[src/rtl/i2c_csr_pkg.sv]
package i2c_csr_pkg;

    localparam int NSRC = 4;

    localparam int OFS_CTRL  = 0;
    localparam int OFS_STAT  = 1;
    localparam int OFS_COUNT = 2;

    localparam int CB_RUN    = 0;
    localparam int CB_CLR    = 8;
    localparam int SB_SCL_IN = 4;
    localparam int SB_SDA_IN = 5;
    localparam int SB_REM    = 8;

    // Bit i of this struct sits at control bit i
    typedef struct packed {
        logic [NSRC-1:0] ien;
        logic            sw_sda;
        logic            sw_scl;
        logic            sw_mode;
        logic            run;
    } ctrl_t;

    typedef enum logic [1:0] {
        SRC_DONE  = 2'd0,
        SRC_SVC   = 2'd1,
        SRC_ANACK = 2'd2,
        SRC_DNACK = 2'd3
    } src_e;

    function automatic logic irq_any(input logic [NSRC-1:0] fl,
                                     input logic [NSRC-1:0] en);
        return |(fl & en);
    endfunction

endpackage

[src/rtl/i2c_csr_flags.sv]
module i2c_csr_flags #(
    parameter int NS = 4
) (
    input  logic          clk,
    input  logic          rst,
    input  logic          kill,
    input  logic [NS-1:0] set,
    input  logic [NS-1:0] clr,
    output logic [NS-1:0] flags
);
    for (genvar i = 0; i < NS; i++) begin : g_flag
        always_ff @(posedge clk) begin
            if (rst || kill)
                flags[i] <= 1'b0;
            else if (set[i])
                flags[i] <= 1'b1;   // a set beats a clear in the same cycle
            else if (clr[i])
                flags[i] <= 1'b0;
        end
    end
endmodule

[src/rtl/i2c_csr_count.sv]
module i2c_csr_count #(
    parameter int CW = 16
) (
    input  logic          clk,
    input  logic          rst,
    input  logic          kill,
    input  logic          load,
    input  logic [CW-1:0] load_val,
    input  logic          dec,
    output logic [CW-1:0] rem,
    output logic          start
);
    localparam logic [CW-1:0] ZERO = '0;

    always_ff @(posedge clk) begin
        if (rst || kill)
            rem <= ZERO;
        else if (load)
            rem <= load_val;
        else if (dec && rem != ZERO)
            rem <= rem - CW'(1);
    end

    always_ff @(posedge clk) begin
        if (rst)
            start <= 1'b0;
        else
            start <= load && !kill && (load_val != ZERO);
    end
endmodule

[src/rtl/i2c_csr_pads.sv]
module i2c_csr_pads (
    input  logic sw_mode,
    input  logic sw_scl,
    input  logic sw_sda,
    input  logic run,
    input  logic hw_scl_oe,
    input  logic hw_sda_oe,
    output logic scl_oe,
    output logic sda_oe
);
    always_comb begin
        if (sw_mode) begin
            scl_oe = sw_scl;
            sda_oe = sw_sda;
        end else begin
            scl_oe = run & hw_scl_oe;
            sda_oe = run & hw_sda_oe;
        end
    end
endmodule

[src/rtl/i2c_csr.sv]
module i2c_csr
    import i2c_csr_pkg::*;
#(
    parameter int AW = 2,
    parameter int DW = 32,
    parameter int CW = 16
) (
    input  logic            clk,
    input  logic            rst,
    input  logic            wr_en,
    input  logic            rd_en,
    input  logic [AW-1:0]   addr,
    input  logic [DW-1:0]   wdata,
    output logic [DW-1:0]   rdata,
    input  logic [NSRC-1:0] evt_set,
    input  logic            byte_done,
    input  logic            hw_scl_oe,
    input  logic            hw_sda_oe,
    input  logic            scl_in,
    input  logic            sda_in,
    output logic            scl_oe,
    output logic            sda_oe,
    output logic            eng_run,
    output logic            eng_start,
    output logic            irq
);
    localparam int CTRL_W = $bits(ctrl_t);

    ctrl_t           ctrl_q;
    logic [NSRC-1:0] flags_q;
    logic [NSRC-1:0] clr_w;
    logic [NSRC-1:0] set_w;
    logic [CW-1:0]   rem_q;
    logic            ctrl_wr;
    logic            cnt_wr;
    logic            kill;
    logic            load;
    logic            unused_wdata;

    assign unused_wdata = ^wdata;

    assign ctrl_wr = wr_en && (addr == AW'(OFS_CTRL));
    assign cnt_wr  = wr_en && (addr == AW'(OFS_COUNT));

    always_ff @(posedge clk) begin
        if (rst)
            ctrl_q <= '0;
        else if (ctrl_wr)
            ctrl_q <= ctrl_t'(wdata[CTRL_W-1:0]);
    end

    // Run low, or being written low, holds all engine state at zero
    assign kill  = !ctrl_q.run || (ctrl_wr && !wdata[CB_RUN]);
    assign clr_w = ctrl_wr ? wdata[CB_CLR +: NSRC] : '0;
    assign set_w = evt_set;
    assign load  = cnt_wr && ctrl_q.run && (rem_q == '0);

    i2c_csr_flags #(.NS(NSRC)) u_flags (
        .clk   (clk),
        .rst   (rst),
        .kill  (kill),
        .set   (set_w),
        .clr   (clr_w),
        .flags (flags_q)
    );

    i2c_csr_count #(.CW(CW)) u_count (
        .clk      (clk),
        .rst      (rst),
        .kill     (kill),
        .load     (load),
        .load_val (wdata[CW-1:0]),
        .dec      (byte_done && ctrl_q.run),
        .rem      (rem_q),
        .start    (eng_start)
    );

    i2c_csr_pads u_pads (
        .sw_mode   (ctrl_q.sw_mode),
        .sw_scl    (ctrl_q.sw_scl),
        .sw_sda    (ctrl_q.sw_sda),
        .run       (ctrl_q.run),
        .hw_scl_oe (hw_scl_oe),
        .hw_sda_oe (hw_sda_oe),
        .scl_oe    (scl_oe),
        .sda_oe    (sda_oe)
    );

    assign eng_run = ctrl_q.run;
    assign irq     = irq_any(flags_q, ctrl_q.ien);

    always_comb begin
        rdata = '0;
        if (rd_en) begin
            if (addr == AW'(OFS_CTRL)) begin
                rdata[CTRL_W-1:0] = ctrl_q;
            end else if (addr == AW'(OFS_STAT)) begin
                rdata[NSRC-1:0]      = flags_q;
                rdata[SB_SCL_IN]     = scl_in;
                rdata[SB_SDA_IN]     = sda_in;
                rdata[SB_REM +: CW]  = rem_q;
            end else if (addr == AW'(OFS_COUNT)) begin
                rdata[CW-1:0] = rem_q;
            end
        end
    end
endmodule

[config.mk]
export PLATFORM = sky130hd
export DESIGN_NAME = i2c_csr
export DESIGN_NICKNAME = d
export VERILOG_FILES = /design/src/rtl/i2c_csr_pkg.sv /design/src/rtl/i2c_csr_flags.sv /design/src/rtl/i2c_csr_count.sv /design/src/rtl/i2c_csr_pads.sv /design/src/rtl/i2c_csr.sv
export SDC_FILE = /design/constraint.sdc
export NUM_CORES = 1
export LEC_CHECK = 0
export CAP_MARGIN = 15
export CORE_ASPECT_RATIO = 0.5
export CORE_UTILIZATION = 46
export DETAILED_ROUTE_END_ITERATION = 10
export PLACE_DENSITY_LB_ADDON = 0.25
export SETUP_SLACK_MARGIN = 0.1
export SLEW_MARGIN = 20
export SYNTH_ARGS = -nofsm -noshare
export SYNTH_HDL_FRONTEND = slang
export SYNTH_SLANG_ARGS = --single-unit
[constraint.sdc]
create_clock -name clk -period 5.2 [get_ports clk]
set_input_delay 1.04 -clock clk [delete_from_list [all_inputs] [get_ports clk]]
set_output_delay 1.04 -clock clk [all_outputs]
set_load 0.005 [all_outputs]
==> key figures, run 1 <==
Synth
  • Yosys cell types: between 40 and 50
  • EDFF count, synth: 0
  • Async S/R FF share, synth: 0%
  • Syn_area_per_cell: roughly 7.6 sq um
  • Yosys reg bits: 29
  • Cell area after synthesis: 1990 sq um
  • Main synth FF type: dfxtp_1
  • Register area share after synthesis: 29.1%
  • Mapped Cells: 261
  • Synthesis Warnings: 0

STA
  • Clock Skew: around 0.0025 ns
  • Final period util: 82.3%
  • RSZ-0062 raised after global routing: no
  • Slew HR: 59.2%
  • Setup_tns: 0 ns
  • Final WS setup: 0.921 ns
  • Final Hold Viols: 0
  • Slew @ Worst Pin: 0.609 ns
  • Setup violators final: 0
  • F_max: 234 MHz
  • Slew Viols, Final: 0
  • Min Clock Period, post-route: 4.28 ns

Final layout
  • Ant. Diodes: 0
  • Most frequent cells in the layout: clkdlybuf4s50_1 (59), nand2_1 (49), dfxtp_1 (29)
  • Most common cell after layout, fill and taps aside: clkdlybuf4s50_1
  • Post-Route Utilization: between 60% and 70%
  • Final Non-Filler Cells: 368
  • # nets final: 361
  • Filler cell count: 352
  • Area grow syn2layout: 35.0%
  • Design Area, Final: 2690 sq um
  • Share of layout cells above drive strength 1: 7.01%

Clock network
  • Longest Clk Path Bufs: 2
  • Clock root cell: clkbuf_8
  • Cts hold-fix bufs: 0
  • Worst-path clk slew: 0.07 ns
  • CTS Buf Count: 5
  • CTS tree: yes
  • CTS resizes: 0
  • CTS Sinks: 29
  • Setup Fix Bufs, Post-CTS: 0
  • Worst-Skew Late Latency: 0.29 ns
  • H-tree depth: 2

Power and ir drop
  • Comb power frac: 10.2%
  • Internal: around 0.45 mW
  • Clock power frac: 50.0%
  • Reg power frac: 39.8%
  • Pwr Density: 213 nW/um^2
  • Switch share: 22.0%
  • Worst vdd ir: 124 uV
  • LEAKAGE: 0.954 nW
  • Sw Pwr: 0.126 mW

Detailed routing
  • Met2 Routed Length: 2600 um
  • DR vias/cell: just under 6
  • Post-route ant nets: 0
  • Post-DR wirelength/cell: roughly 16 um
  • Drt initial violations: 180
  • DRC: 0
  • Met1 wire length: 2680 um
  • First-pass DRT Iterations: 6
  • Met3 routed wirelength: 570 um
  • Top sig layer: met4
  • Vias post-DR: 2,171
  • Final WL: approximately 6000 um

Global route
  • All-Layer GR Usage: 27.0%
  • Largest net degree at the start of global routing: 24
  • Initial antenna violation count: 0
  • First-pass GRT wire length: between 9000 and 10,000 um
  • GR Overflow Total: 0
  • Vias in the first global route: 1,882

Setup path
  • Critical Path AT: between 3 and 4 ns
  • Slowest Stage Delay on Critical Path: 0.81 ns
  • Crit-path cells: clkdlybuf4s50_1 > nor2b_1 > a22oi_1 > nor2b_1 > clkdlybuf4s50_1
  • Crit Path Category: input pin to output pin
  • CP endpoint kind: output pin
  • CP Max Fanout: 11
  • Critical path's slowest cell: clkdlybuf4s50_1
  • CP startpoint kind: input pin
  • Critical Path RT: 4.16 ns

Placed design
  • Placed cell areas: about 2600 sq um
  • DP HPWL: 4270 um
  • Pre-CTS WS: just over 0.9 ns
  • Gpl congestion: 0.866
  • Post-placement cell count: 360
  • I/O Buffers: just under 60

Status
  • Status: finished clean

Die
  • Core Region: a little over 4000 sq um
  • Die area: 4610 sq um
  • Core Rows: 16
  • # IOs: 84
  • Die height: about 49 um
  • Die width: 95.1 um
  • Starting Density: 49.5%

Hold path
  • Worst Hold Class: flip-flop to flip-flop

Flow run
  • Max-cap violation count: 0
## kinds of logic (layout without fill, tap and decap cells)
kind of cell,after synthesis,in the layout,share of synthesized area (%)
adder cells (fa/ha/maj),1,1,0.628
multiplexers,9,9,4.52
buffers and inverters,25,71,7.22
AND/OR/NAND/NOR,129,129,36.2
flip-flops,29,29,29.1
other,1,8,0.188
XOR/XNOR,5,5,2.20
AO/OA/AOI/OAI,62,62,19.9
## sequential cells by signal, indices dropped and copies added (netlist names)
| name | cells |
|---|---|
| u_count.rem | 16 |
| u_flags.flags | 4 |
| eng_run | 1 |
| ctrl_q | 7 |
| u_count.start | 1 |
## path summary, 6_finish.rpt
kind              slack (ns)        endpoint      startpoint  cells after the start
setup / recovery        0.92       rdata[10]         addr[1]                      5
hold / removal          0.50       ctrl_q[3]       ctrl_q[3]                      2
setup reg to reg        2.84  u_count.rem[4]  u_count.rem[0]                      8
hold reg to reg         0.50       ctrl_q[3]       ctrl_q[3]                      2
## Yosys cell counts (all sizes together) (4+ instances only)
cell type / instances / area, sq um
buf: 14 / 101
nand4: 4 / 31.3
nand2: 49 / 184
nor2b: 13 / 81.3
o21ai: 9 / 45.0
and2: 10 / 62.6
mux2i: 9 / 90.1
a31oi: 4 / 25.0
nor4: 8 / 71.3
a21oi: 23 / 115
nor2: 16 / 60.1
a22oi: 12 / 90.1
dfxtp: 29 / 581
and3: 10 / 68.8
clkbuf: 9 / 35.0
## per-layer routing
layer / global-route usage (%) / vias up
met3: 4.87 / 11
met1: 40.0 / 1006
met4: 8.08 / 0
met5: 0 / -
li1: - / 1025
met2: 39.4 / 129
## per-stage QoR
stage / total power [mW] / hold slack (ns)
after floorplan: 0.259 / 0.448
after CTS: 0.572 / 0.495
after global routing: 0.588 / 0.531
after detailed placement: 0.289 / 0.479
after global placement: 0.288 / 0.477
final: 0.572 / 0.496
## worst max-delay path: cells and delay by family
family          cells  cell delay (ns)
compound gates      1             0.16
buf+inv             2             1.32
simple gates        2             0.72
## final cells by class
type                    instances  area, sq um  area share [%]
clock inverters                 3         65.1            2.42
repair buffers                 61          606            22.5
inverters                       2         7.51           0.279
flip-flops and latches         29          581            21.6
clock buffers                   5         68.8            2.56
multi-input cells             214         1290            48.1
well taps                      54         67.6            2.51
## power by group through the flow
| stage | combinational [mW] | clock [mW] | sequential, mW |
|---|---|---|---|
| floorplan | 0.0276 | 0 | 0.231 |
| global placement | 0.0562 | 0 | 0.232 |
| detailed placement | 0.0568 | 0 | 0.232 |
| CTS | 0.0575 | 0.287 | 0.227 |
| global route | 0.0632 | 0.297 | 0.227 |
| finish | 0.0583 | 0.286 | 0.227 |
(Power assumes the default switching activity.)
==> run 2: changes to the inputs <==
CORE_UTILIZATION = 39   (was 46)
clock period = 3.8 ns   (was 5.2 ns; I/O delays follow)
==> key figures, run 2 (same netlist as run 1, synthesis figures left out) <==
Global route
  • Vias in the first global route: 1,894
  • First-pass GRT wire length: approximately 9500 um
  • GRT met3 Usage: about 3.7%
  • Largest net degree at the start of global routing: 24
  • Met2 usage: 36.1%
  • Met1 Resource Use GR: 34.4%
  • All-Layer GR Usage: 24.0%
  • GR Overflow Total: 0
  • Initial antenna violation count: 0
  • Top Usage Layer GRT: met2

Setup path
  • CP Max Fanout: 22
  • CP endpoint: rdata[1]
  • Critical path's slowest cell: clkdlybuf4s50_1
  • FF-to-FF path depth: 7
  • Slowest Stage Delay on Critical Path: 0.59 ns
  • CP startpoint kind: input pin
  • Critical Path RT: 3.04 ns
  • Crit Path Category: input pin to output pin
  • Most frequent CP cell: clkdlybuf4s50_1
  • Beginning of the critical path: addr[1]
  • CP endpoint kind: output pin
  • Reg-to-reg slack, setup: 1.65 ns
  • Crit-path cells: clkdlybuf4s50_1 > nor2b_1 > buf_4 > nand2_1 > o21ai_0 > and2_1 > clkdlybuf4s50_1
  • Critical Path AT: 2.58 ns
  • RR Endpoint: u_count.rem[3]
  • Worst R2R Start: u_count.rem[0]

Detailed routing
  • Vias post-DR: 2,156
  • Final WL: 6070 um
  • Post-DR wirelength/cell: 15.9 um
  • First-pass DRT Iterations: 5
  • DRC: 0
  • DR vias/cell: 5.63
  • Drt initial violations: around 160
  • Post-route ant nets: 0

STA
  • Final period util: between 80 and 90%
  • Setup_tns: 0 ns
  • Final WS setup: 0.465 ns
  • F_max: 300 MHz
  • Clock Skew: 0.00591 ns
  • Slew Viols, Final: 0
  • Slew @ Worst Pin: 0.610 ns
  • Setup violators final: 0
  • RSZ-0062 raised after global routing: no
  • Min Clock Period, post-route: around 3.3 ns
  • Slew HR: 59.2%
  • Final Hold Viols: 0

Clock network
  • Worst-Skew Late Latency: 0.29 ns
  • Longest Clk Path Bufs: 2
  • Worst-path clk slew: 0.07 ns
  • H-tree depth: 2
  • CTS Sinks: 29
  • CTS Buf Count: 5
  • Setup Fix Bufs, Post-CTS: 0
  • Clock root cell: clkbuf_8
  • Cts hold-fix bufs: 0
  • CTS resizes: 0
  • CTS tree: yes

Die
  • Core Rows: 17
  • # IOs: between 80 and 90
  • Die width: 103 um
  • Core Region: around 4600 sq um
  • Die area: 5410 sq um
  • Die height: 52.5 um
  • Starting Density: 43.0%

Power and ir drop
  • Pwr Density: 261 nW/um^2
  • LEAKAGE: ~0.96 nW
  • Worst vdd ir: 123 uV

Flow run
  • Max-cap violation count: 0

Final layout
  • Design Area, Final: 2700 sq um
  • Share of layout cells above drive strength 1: under 10%
  • Post-Route Utilization: 58.3%
  • Ant. Diodes: 0
  • Most flops, register: u_count.rem
  • Largest register FFs: 16
  • Area grow syn2layout: 35.7%
  • Most common cell after layout, fill and taps aside: clkdlybuf4s50_1
  • # nets final: 365
  • Biggest regs: u_count.rem (16), ctrl_q (7), u_flags.flags (4)
  • Most frequent cells in the layout: clkdlybuf4s50_1 (59), nand2_1 (49), dfxtp_1 (29)
  • Final Non-Filler Cells: 383

Placed design
  • DP HPWL: 4600 um
  • Post-placement cell count: 376
  • Pre-CTS WS: around 0.47 ns
  • Placed cell areas: roughly 2600 sq um
  • Gpl congestion: between 0.9 and 1
  • I/O Buffers: 59

Hold path
  • Worst Hold Class: flip-flop to flip-flop

Status
  • Status: finished clean
[run 2: cell types whose count changed in the layout (fill, tap and decap cells not counted)]
cell	previous run	this run
buf_4	2	6
bufinv_16	2	1
[run 2: layout make-up]
| cell class | count | area [sq um] |
|---|---|---|
| fill | 448 | 1930 |
| multi-input combinational | 214 | 1290 |
| timing repair buffer | 65 | 636 |
| sequential | 29 | 581 |
| tap | 66 | 82.6 |
| clock buffer | 5 | 68.8 |
| clock inverter | 2 | 35.0 |
| inverter | 2 | 7.51 |
[run 2: report_power, final]
| group | switching, mW | leakage [nW] | internal, mW |
|---|---|---|---|
| logic | 0.0386 | 0.672 | 0.0442 |
| registers | 0.00337 | 0.234 | 0.307 |
| clock network | 0.123 | 0.0540 | 0.190 |
[run 2: worst min path at each step]
stage	cells after the start	to	slack, ns	startpoint
finish	2	ctrl_q[7]	0.48	ctrl_q[7]
global route	2	ctrl_q[2]	0.50	ctrl_q[2]
CTS	2	ctrl_q[7]	0.48	ctrl_q[7]
detailed placement	2	ctrl_q[7]	0.47	ctrl_q[7]
global placement	2	ctrl_q[6]	0.47	ctrl_q[6]
floorplan	2	ctrl_q[7]	0.45	ctrl_q[7]
[run 2: worst max-delay path, delay by kind of cell]
kind | cells | cell delay (ns)
AO/OA/AOI/OAI | 1 | 0.07
AND/OR/NAND/NOR | 3 | 0.40
buffers and inverters | 3 | 1.34
[run 2: layer usage]
metal	part of all wire (%)	up-vias
met5	0	-
met1	49	1017
met4	1.3	0
met2	43	99
li1	-	1034
met3	6.3	6
[run 2: stage by stage]
step / hold slack, ns / total power, mW
floorplan: 0.448 / 0.354
CTS: 0.481 / 0.708
global route: 0.498 / 0.728
detailed placement: 0.472 / 0.399
finish: 0.482 / 0.707
global placement: 0.468 / 0.398
==> run 3: changes to the inputs <==
CORE_UTILIZATION = 43   (was 39)
clock period = 3.3 ns   (was 3.8 ns; I/O delays follow)
==> key figures, run 3 (same netlist as run 1, synthesis figures left out) <==
Final layout
  • Most common cell after layout, fill and taps aside: clkdlybuf4s50_1
  • Design Area, Final: around 2700 sq um
  • Biggest regs: u_count.rem (16), ctrl_q (7), u_flags.flags (4)
  • Largest register FFs: 16
  • Share of layout cells above drive strength 1: 8.18%
  • Most frequent cells in the layout: clkdlybuf4s50_1 (59), nand2_1 (49), dfxtp_1 (29)
  • Most flops, register: u_count.rem
  • # nets final: 365
  • Area grow syn2layout: 36.0%
  • Ant. Diodes: 0

Die
  • Die width: 98.3 um
  • Starting Density: a little under half
  • Core Rows: 17
  • Core Region: between 4000 and 5000 sq um
  • Die area: between 4000 and 5000 sq um
  • Die height: 50.1 um
  • # IOs: 84

Power and ir drop
  • Worst vdd ir: ~210 uV
  • Pwr Density: 313 nW/um^2
  • LEAKAGE: 0.963 nW

Detailed routing
  • Vias post-DR: 2,154
  • DRC: 4
  • Post-route ant nets: 0
  • Drt initial violations: 145
  • First-pass DRT Iterations: 8
  • DR vias/cell: 5.74
  • Final WL: 5900 um
  • Post-DR wirelength/cell: 15.7 um

Global route
  • First-pass GRT wire length: roughly 9300 um
  • Vias in the first global route: around 1,900
  • All-Layer GR Usage: 24.8%
  • GR Overflow Total: 0
  • Largest net degree at the start of global routing: 24
  • Initial antenna violation count: 0

Setup path
  • Critical Path AT: 2.32 ns
  • Most frequent CP cell: clkdlybuf4s50_1
  • Critical Path RT: roughly 2.6 ns
  • CP endpoint kind: output pin
  • CP top delay family: buffers and inverters
  • WP buf/inv: 3
  • Slowest Stage Delay on Critical Path: 0.54 ns
  • CP startpoint kind: input pin
  • Critical path's slowest cell: clkdlybuf4s50_1
  • CP Max Fanout: 8
  • Reg-to-reg slack, setup: about 1.1 ns
  • Crit Path Category: input pin to output pin
  • Crit-path cells: clkdlybuf4s50_1 > buf_4 > mux2i_1 > o21ai_0 > and2_1 > clkdlybuf4s50_1

Clock network
  • CTS Buf Count: 5
  • CTS resizes: 0
  • H-tree depth: 2
  • Longest Clk Path Bufs: 2
  • CTS Sinks: 29
  • CTS tree: yes
  • Worst-path clk slew: 0.07 ns
  • Setup Fix Bufs, Post-CTS: 0
  • Cts hold-fix bufs: 0
  • Clock root cell: clkbuf_8
  • Worst-Skew Late Latency: ~0.29 ns

Status
  • Status: complete, but fails checks
  • Violated checks: DRC

Placed design
  • Placed cell areas: 2590 sq um
  • Pre-CTS WS: 0.317 ns
  • I/O Buffers: 59
  • DP HPWL: 4350 um
  • Gpl congestion: 0.881

Hold path
  • Worst Hold Class: flip-flop to flip-flop

STA
  • Slew HR: 59.3%
  • Setup violators final: 0
  • Slew @ Worst Pin: 0.606 ns
  • Setup_tns: 0 ns
  • Final WS setup: 0.321 ns
  • Final Hold Viols: 0
  • Clock Skew: around 0.0052 ns
  • RSZ-0062 raised after global routing: no
  • Min Clock Period, post-route: 2.98 ns
  • Slew Viols, Final: 0
  • F_max: ~340 MHz
  • Final period util: between 90% and 100%

Flow run
  • Max-cap violation count: 0
## run 3: cell types whose count changed in the layout (fill, tap and decap cells not counted), sizes merged
cell	before	now
clkinv	1	0
clkbuf	5	6
clkinvlp	0	1
## run 3: cell type report
cell class	count	area, sq um
tap	57	71.3
inverter	2	7.51
multi-input combinational	214	1290
clock inverter	2	37.5
sequential	29	581
fill	384	1720
clock buffer	6	82.6
timing repair buffer	65	636
## run 3: tightest hold or removal path: stages (launching register included)
cell and delay, ns:
dfxtp_1 0.33, nand2_1 0.06, a21oi_1 0.05
## run 3: report_power, final
group	switching, mW	leakage (nW)	total, mW	internal (mW)
registers	0.00419	0.234	0.358	0.354
logic	0.0434	0.672	0.0949	0.0515
clock network	0.149	0.0574	0.394	0.245
## run 3: worst paths after layout
check | startpoint | endpoint | cells past startpoint
worst max-delay path | addr[1] | rdata[1] | 6
worst min-delay path | ctrl_q[2] | ctrl_q[2] | 2
worst max register to register | u_count.rem[0] | u_count.rem[7] | 8
worst min register to register | ctrl_q[2] | ctrl_q[2] | 2
## run 3: through the flow
step           hold WS, ns  util (%)  instances  power, mW
2_1_floorplan        0.448         -        268      0.408
3_3_place_gp         0.477      58.5        367      0.458
3_5_place_dp         0.478      58.5        367      0.459
4_1_cts              0.487      61.2        375      0.852
5_1_grt              0.519      61.2        375      0.878
6_report             0.487      61.2        375      0.847
## run 3: routing by layer
metal / vias to the layer above / wire (um) / GRT usage (%)
li1: 1041 / - / -
met5: - / 0 / 0
met4: 0 / 56 / 6.72
met1: 1022 / 2780 / 34.4
met2: 84 / 2630 / 39.3
met3: 7 / 425 / 4.82
